**src/rtl/pm_evt_pkg.sv**
```systemverilog
package pm_evt_pkg;
  localparam int REG_W   = 16;
  localparam int GP_BITS = 9;
  localparam int BUS_AW  = 3;

  localparam int OFS_GP_STS = 0;
  localparam int OFS_GP_EN  = 1;
  localparam int OFS_CTL    = 2;
  localparam int OFS_TH_STS = 3;

  localparam int CTL_W = 3;

  typedef struct packed {
    logic route_smi;
    logic nmi_en;
    logic therm_en;
  } ctl_t;
endpackage

```
**src/rtl/pm_evt_sync.sv**
```systemverilog
module pm_evt_sync #(
  parameter int W = 1
) (
  input  logic         clk,
  input  logic         rst_n,
  input  logic [W-1:0] d_async,
  output logic [W-1:0] q_sync
);
  logic [W-1:0] stage1;

  always_ff @(posedge clk or negedge rst_n) begin
    if (!rst_n) begin
      stage1 <= '0;
      q_sync <= '0;
    end else begin
      stage1 <= d_async;
      q_sync <= stage1;
    end
  end
endmodule

```
**src/rtl/pm_evt_gp_bank.sv**
```systemverilog
module pm_evt_gp_bank #(
  parameter int GP_W = 9
) (
  input  logic            clk,
  input  logic            rst_any_n,
  input  logic            rst_cold_n,
  input  logic            wr_sts,
  input  logic            wr_en,
  input  logic [GP_W-1:0] wdata,
  input  logic [GP_W-1:0] lvl,
  output logic [GP_W-1:0] sts,
  output logic [GP_W-1:0] en
);
  for (genvar i = 0; i < GP_W; i++) begin : g_bit
    always_ff @(posedge clk or negedge rst_any_n) begin
      if (!rst_any_n)   sts[i] <= 1'b0;
      else if (lvl[i])  sts[i] <= 1'b1;
      else if (wr_sts && wdata[i]) sts[i] <= 1'b0;
    end

    always_ff @(posedge clk or negedge rst_cold_n) begin
      if (!rst_cold_n)  en[i] <= 1'b0;
      else if (wr_en)   en[i] <= wdata[i];
    end
  end
endmodule

```
**src/rtl/pm_evt_therm.sv**
```systemverilog
module pm_evt_therm
  import pm_evt_pkg::*;
(
  input  logic clk,
  input  logic rst_any_n,
  input  logic wr_ctl,
  input  logic wr_clr,
  input  ctl_t ctl_wdata,
  input  logic clr_bit,
  input  logic lvl,
  input  logic pol,
  output ctl_t ctl,
  output logic th_sts
);
  logic active;
  assign active = pol ? lvl : ~lvl;

  always_ff @(posedge clk or negedge rst_any_n) begin
    if (!rst_any_n)  ctl <= '0;
    else if (wr_ctl) ctl <= ctl_wdata;
  end

  always_ff @(posedge clk or negedge rst_any_n) begin
    if (!rst_any_n)                      th_sts <= 1'b0;
    else if (ctl.therm_en && active)     th_sts <= 1'b1;
    else if (wr_clr && clr_bit)          th_sts <= 1'b0;
  end
endmodule

```
**src/rtl/pm_evt_regs.sv**
```systemverilog
module pm_evt_regs
  import pm_evt_pkg::*;
#(
  parameter int GP_W   = GP_BITS,
  parameter int ADDR_W = BUS_AW
) (
  input  logic              clk,
  input  logic              rst_cold_n,
  input  logic              rst_warm_n,
  input  logic [ADDR_W-1:0] bus_addr,
  input  logic [REG_W-1:0]  bus_wdata,
  input  logic              bus_wr,
  input  logic              bus_rd,
  output logic [REG_W-1:0]  bus_rdata,
  input  logic [GP_W-1:0]   gpio_in,
  input  logic              therm_in,
  input  logic              therm_pol,
  input  logic              nmi_in,
  output logic              sci,
  output logic              smi,
  output logic              wake
);
  localparam int SYNC_W = GP_W + 1;

  logic              rst_any_n;
  logic              wr_ok;
  logic [SYNC_W-1:0] sync_q;
  logic [GP_W-1:0]   gp_s2, gp_sts, gp_en;
  logic              th_s2, th_sts;
  ctl_t              ctl;
  logic              route;
  logic [REG_W-1:0]  rd_next;
  logic              gp_hit, th_hit;

  assign rst_any_n = rst_cold_n & rst_warm_n;
  assign wr_ok     = bus_wr & rst_any_n;

  pm_evt_sync #(.W(SYNC_W)) u_sync (
    .clk     (clk),
    .rst_n   (rst_any_n),
    .d_async ({therm_in, gpio_in}),
    .q_sync  (sync_q)
  );
  assign gp_s2 = sync_q[GP_W-1:0];
  assign th_s2 = sync_q[GP_W];

  pm_evt_gp_bank #(.GP_W(GP_W)) u_gp (
    .clk        (clk),
    .rst_any_n  (rst_any_n),
    .rst_cold_n (rst_cold_n),
    .wr_sts     (wr_ok && bus_addr == ADDR_W'(OFS_GP_STS)),
    .wr_en      (wr_ok && bus_addr == ADDR_W'(OFS_GP_EN)),
    .wdata      (bus_wdata[GP_W-1:0]),
    .lvl        (gp_s2),
    .sts        (gp_sts),
    .en         (gp_en)
  );

  pm_evt_therm u_th (
    .clk       (clk),
    .rst_any_n (rst_any_n),
    .wr_ctl    (wr_ok && bus_addr == ADDR_W'(OFS_CTL)),
    .wr_clr    (wr_ok && bus_addr == ADDR_W'(OFS_TH_STS)),
    .ctl_wdata (ctl_t'(bus_wdata[CTL_W-1:0])),
    .clr_bit   (bus_wdata[0]),
    .lvl       (th_s2),
    .pol       (therm_pol),
    .ctl       (ctl),
    .th_sts    (th_sts)
  );
  assign route = ctl.route_smi;

  always_comb begin
    rd_next = '0;
    case (bus_addr)
      ADDR_W'(OFS_GP_STS): rd_next[GP_W-1:0]  = gp_sts;
      ADDR_W'(OFS_GP_EN):  rd_next[GP_W-1:0]  = gp_en;
      ADDR_W'(OFS_CTL):    rd_next[CTL_W-1:0] = ctl;
      ADDR_W'(OFS_TH_STS): rd_next[0]         = th_sts;
      default:             rd_next = '0;
    endcase
  end

  always_ff @(posedge clk or negedge rst_any_n) begin
    if (!rst_any_n)  bus_rdata <= '0;
    else if (bus_rd) bus_rdata <= rd_next;
  end

  assign gp_hit = |(gp_sts & gp_en);
  assign th_hit = th_sts & ctl.therm_en;
  assign wake   = gp_hit;
  assign sci    = gp_hit | (th_hit & ~route) | (ctl.nmi_en & nmi_in);
  assign smi    = th_hit & route;
endmodule

```
**config.mk**
```make
export PLATFORM = sky130hd
export DESIGN_NAME = pm_evt_regs
export DESIGN_NICKNAME = d
export VERILOG_FILES = /design/src/rtl/pm_evt_pkg.sv /design/src/rtl/pm_evt_sync.sv /design/src/rtl/pm_evt_gp_bank.sv /design/src/rtl/pm_evt_therm.sv /design/src/rtl/pm_evt_regs.sv
export SDC_FILE = /design/constraint.sdc
export NUM_CORES = 1
export LEC_CHECK = 0
export ABC_AREA = 1
export BUFFER_PORTS_ARGS = -buffer_cell sky130_fd_sc_hd__buf_2
export CORE_ASPECT_RATIO = 1.75
export CORE_MARGIN = 5
export CORE_UTILIZATION = 35
export CTS_CLUSTER_DIAMETER = 200
export DETAILED_ROUTE_END_ITERATION = 12
export GPL_ROUTABILITY_DRIVEN = 1
export HOLD_SLACK_MARGIN = 0.05
export PLACE_DENSITY = 0.55
export RECOVER_POWER = 25
export SLEW_MARGIN = 20
export SYNTH_ARGS = -nofsm -noshare
export SYNTH_HDL_FRONTEND = slang
export SYNTH_SLANG_ARGS = --single-unit
```
**constraint.sdc**
```tcl
create_clock -name clk -period 1.1 [get_ports clk]
set_input_delay 0.11 -clock clk [delete_from_list [all_inputs] [get_ports clk]]
set_output_delay 0.11 -clock clk [all_outputs]
set_load 0.005 [all_outputs]
```
* Word-level counts from Yosys, hierarchy flattened
Index checks and enable logic that the tools add are counted.
** Storage, ports and cells
- Bits in registers :: 51
- Memories :: 0
- ROM bits :: 0
- Latch bits :: 0
- Bits in writable memories :: 0
- Input port bits :: 36
** Cells by class
- Reduce and logical (&&, ||, !) cells :: 27
- Bitwise operators :: 11
- Mux-type cells :: 24
- Eq/ne operators :: 3
- Add/subtract/negate cells :: 0
- Multiply operators :: 0
- Divide/modulo/power cells :: 0
- Order comparisons :: 0
- Shifts and indexed selects :: 0
** Operators with widths (count)
- $mux W1 :: 21
- $reduce_bool A2 Y1 :: 10
- $logic_and A1 B1 Y1 :: 15
- $pmux W6 S2 :: 1
- $and A9 B9 Y9 :: 1
- $reduce_or A9 Y1 :: 1
- $and A1 B1 Y1 :: 6
- $eq A3 B2 Y1 const B :: 2
- $pmux W2 S3 :: 1
- $pmux W1 S4 :: 1
- $eq A3 B1 Y1 const B :: 1
- $logic_not A3 Y1 :: 1
- $not A1 Y1 :: 2
- $or A1 B1 Y1 :: 2

* Logic depth before layout (Yosys ltp)
- Word-level depth :: 6
- Gate-level depth with buffers :: 7
- Gate-level depth less buffers :: 7

* Cells and area by module
A second synthesis with hierarchy kept.
** Second synthesis, totals
- Cell total of the unflattened synthesis :: 229
- Area total of the unflattened synthesis :: 2098.3 µm²
** By module, submodules not included
- pm_evt_gp_bank :: instances 1, cells each 84, area an instance 729.4 µm², seq. area each 450.4 µm²
- pm_evt_regs :: instances 1, cells each 104, area an instance 699.4 µm², seq. area each 225.2 µm²
- pm_evt_sync :: instances 1, cells each 20, area an instance 500.5 µm², seq. area each 500.5 µm²
- pm_evt_therm :: instances 1, cells each 21, area an instance 168.9 µm², seq. area each 100.1 µm²

* Worst setup path before layout
OpenSTA, ideal clock, no wires.
- Path kind :: input port to flip-flop
- From :: input bus_wr
- To :: register u_gp.en[0]
- Cell stages on the path :: 6
- Slack :: 212 ps
- Arrival time :: 770 ps
- Setup time :: 118 ps
- Cells stage by stage :: nand3_1 inv_1 nand2_2 buf_6 nand2_2 o21ai_2
** Between the ends
- Word-level cells in the longest chain between the ends :: 2
** Ends and longest elaborated chain
- from (decl) :: RTL line pm_evt_regs.sv:12 : input logic bus_wr,
- $and A1 B1 Y1 :: RTL line pm_evt_regs.sv:36 : assign wr_ok = bus_wr & rst_any_n;
- $logic_and A1 B1 Y1 :: RTL line pm_evt_regs.sv:52 : .wr_en (wr_ok && bus_addr == ADDR_W'(OFS_GP_EN)),
- to (signal, indexed assignment) :: RTL line pm_evt_gp_bank.sv:23 : else if (wr_en) en[i] <= wdata[i];
- to (decl) :: RTL line pm_evt_gp_bank.sv:12 : output logic [GP_W-1:0] en
Every way passes these cells.
A chain may end at the register's enable or synchronous reset.

* Worst setup path in the final report
- From :: register u_gp.en[1]
- To :: output sci
** Between the ends
- Word-level cells in the longest chain between the ends :: 4
** Ends and longest elaborated chain
- $and A9 B9 Y9 :: RTL line pm_evt_regs.sv:89 : assign gp_hit = |(gp_sts & gp_en);
- $reduce_or A9 Y1 :: RTL line pm_evt_regs.sv:89
- $or A1 B1 Y1 (2 in series) :: RTL line pm_evt_regs.sv:92 : assign sci = gp_hit | (th_hit & ~route) | (ctl.nmi_en & nmi_in);
- to (decl) :: RTL line pm_evt_regs.sv:19 : output logic sci,
Every way passes these cells.

==> results by group <==
Yosys
  • Ranking of synthesized cells by area: dfrtp_1 62%, nand2_1 17%, nand3_1 4.6%
  • Synth Area in Simple Gates: 25.4%
  • Multiplexer share of the synthesized area: 0%
  • YS warnings: 0
  • Fraction of registers with async set/reset: 100%
  • Xor-xnor portion of the synthesized cell area: 0.426%
  • Mapped Area: 2060 um2
  • Netlist cell types: 21
  • Cell taking the most area after synthesis: dfrtp_1
  • Top-count cell post-synth: nand2_1
  • Synth Area in Compound Gates: 6.02%
  • #FFs+latches synth: 51
  • Most frequent cells after synthesis: 91 x nand2_1, 51 x dfrtp_1, 19 x nand3_1
  • Yosys top cell area share: 62.0%
  • Post-Synth Adder-Cell Area: 0%
  • Largest family of logic cells by synthesized area: simple AND/OR/NAND/NOR gates
  • Number of flops mapped to enable cells by yosys: 0
  • Synth Flop Type: dfrtp_1
  • Post-Syn Area per Cell: 9.61 um2
  • Post-Synthesis Cells: 214
  • Post-synthesis sequential area ratio: 62.0%

Detailed routing
  • Vias: 1645
  • Initial drt markers: 41
  • Drc violations: 0
  • Drt first pass iters: 4
  • DRT antenna net count: 0
  • Total wire length: 4390 um
  • WL per Instance: 11.5 um
  • Vias/cell: 4.30

Place
  • # port buffers: 40
  • RD Place Congestion: 0.864
  • Hpwl dp: 3250 um
  • Placed Area: 2480 um2
  • Dpl ws: -0.0136 ns

Outcome
  • Failing checks: negative setup slack
  • Outcome: complete, but fails checks

Setup path
  • Worst path arrival time: 1.21 ns
  • CP Data Required Time: 0.99 ns
  • Crit-path slowest cell: dfrtp_1
  • Worst setup path class: flop to output port
  • CP Max Fanout: 3
  • Worst path cell trace: nand2_1, nand3_2, nor2_4, nand4_1, buf_2
  • Reg2Reg Setup Slack: 0.02 ns
  • Worst path max stage delay: 0.41 ns
  • Crit end category: output port
  • Startpoint types: flop

STA
  • Final setup violation count: 2
  • RSZ-0062 raised after global routing: yes
  • Fin. Hold Viols: 0
  • Final clock skew: 0.00306 ns
  • Period Utilization, post-route: 120%
  • WHS: 0.0599 ns
  • Final worst setup slack: -0.223 ns
  • Fmax: 756 MHz
  • Minimum clock period: 1.32 ns
  • Pins over their slew limit: 0

Power
  • Pleak: 1.46 nW
  • Switching part of the total: 26.8%
  • Power Dens Cells: 1370 nW/um2
  • Final Power: 3.85 mW
  • Comb pwr share: 17.8%
  • Power Internal: 2.82 mW
  • Reg power frac: 54.6%
  • Clock group share of total power: 27.5%
  • Max VDD drop: 860 uV
  • Switching power: 1.03 mW

Floorplan
  • Chip Height: 111 um
  • Core ar.: 5790 um2
  • I/O pins: 55
  • Die Width: 68.0 um
  • Die area: 7570 um2
  • Row count: 37
  • Initial Util: 35.5%

CTS
  • Worst-skew pair later-pin latency: 0.30 ns
  • Total CTS buffers: 5
  • CTS H-tree depth: 2
  • Root Driver: clkbuf_8
  • Clock Pin Slew Worst Setup and Hold Paths: 0.09 ns
  • Clock tree sinks: 51
  • Max Root-Sink Buffers: 2
  • TritonCTS clock tree: yes

Finish
  • Multi-input gate area: 703 um2
  • Fraction of layout cells with a size suffix above 1: 30.8%
  • N_diodes: 0
  • Reg area: 1280 um2
  • Final Cell Area: 2810 um2
  • Filler cells: 582
  • Post-layout util: 48.5%
  • Fin nets: 340
  • Syn-to-layout area delta: 36.6%

Global routing
  • Largest net degree at the start of global routing: 33
  • GRT Util Overall: 13.0%
  • Grt total ovfl: 0
  • Vias in the first global route: 1703
  • Initial antenna violation count: 0
  • Wire length of the first global-routing pass: 7500 um

Job
  • Max-Cap Viols: 0

Worst hold path
  • Hold WC Path Type: input port to flop
[metal layers]
metal / share of wire [%] / global-route usage (%)
met1: 38 / 13.9
met2: 52 / 22.7
met3: 5.4 / 2.52
met4: 4.7 / 7.57
met5: 0 / 0
[state kept, by name (all words and copies together) (netlist names)]
register / cells
u_sync.stage1: 10
bus_rdata: 9
u_th.ctl: 3
u_gp.en: 9
u_sync.q_sync: 10
u_th.th_sts: 1
u_gp.sts: 9
[worst max-delay path, delay by kind of cell, from the launching register on]
family	cells	cell delay, ns
flip-flops	1	0.41
AND/OR/NAND/NOR	4	0.37
buffers and inverters	1	0.13
[placed cells by master (no fill, tap or decap)]
master,synthesis,final
nor2_1,3,2
o21ai_0,5,4
o21ai_1,0,1
clkinv_2,0,2
nand2_2,2,2
nand2_1,91,91
nor3_1,1,1
nand4_1,3,3
clkbuf_8,0,5
xnor2_1,1,1
buf_4,7,32
inv_2,1,1
clkbuf_1,0,1
dfrtp_1,51,51
nand3_1,19,17
conb_1,1,7
dlygate4sd3_1,0,14
inv_6,0,1
a21oi_2,0,1
nor3_4,1,1
nor2_4,2,3
clkinvlp_4,0,1
nand3_2,0,2
buf_2,1,39
inv_1,9,8
o21ai_2,3,3
a21o_1,9,9
buf_12,0,1
clkinv_1,1,1
[kinds of logic (layout without fill, tap and decap cells)]
group / count (synthesis) / after routing
DFF: 51 / 51
and+or+nand+nor: 122 / 122
AOI/OAI and AO/OA: 18 / 18
other: 1 / 7
xor gates and xnor gates: 1 / 1
buffers and inverters: 21 / 106
[power by group through the flow]
stage | Clock (mW) | Sequential (mW) | Combinational [mW]
3_3_place_gp | 0 | 2.15 | 0.519
6_report | 1.06 | 2.10 | 0.686
2_1_floorplan | 0 | 2.14 | 0.289
5_1_grt | 1.21 | 2.12 | 0.782
4_1_cts | 1.12 | 2.10 | 0.657
3_5_place_dp | 0 | 2.15 | 0.527
[metrics by stage]
step                      TNS [ns]  std cells
final                       -0.404        383
after global routing        -0.667        383
after detailed placement   -0.0231        350
after floorplan                  0        220
after global placement           0        350
after CTS                   -0.431        380
[repair_timing]
action,CTS,global route
setup buffers,8,3
pin swaps,7,4
resized for setup,3,3
hold buffers,14,0
endpoints found under the setup margin,3,3
endpoints found under the hold margin,63,0
[worst paths after layout]
check                                      startpoint                    endpoint  cells past startpoint
max                            u_gp.en[1]$_DFFE_PN0P_                         sci                      5
min                                      bus_wdata[5]      u_gp.en[5]$_DFFE_PN0P_                      3
max reg2reg                   u_th.th_sts$_DFFE_PP0P_    bus_rdata[0]$_DFFE_PP0P_                      6
min reg2reg                u_sync.stage1[0]$_DFF_PP0_  u_sync.q_sync[0]$_DFF_PP0_                      0
max in group asynchronous                  rst_cold_n     u_gp.sts[2]$_DFFE_PP0P_                      6
min in group asynchronous                  rst_cold_n      u_gp.en[6]$_DFFE_PN0P_                      3
[cell type report]
| class | instances | area share (%) |
|---|---|---|
| sequential | 51 | 45.4 |
| multi-input combinational | 148 | 25.0 |
| timing repair buffer | 87 | 21.3 |
| tap | 78 | 3.47 |
| clock buffer | 5 | 2.45 |
| inverter | 11 | 1.60 |
| clock inverter | 3 | 0.668 |
Power figures use the tool's default switching activity.
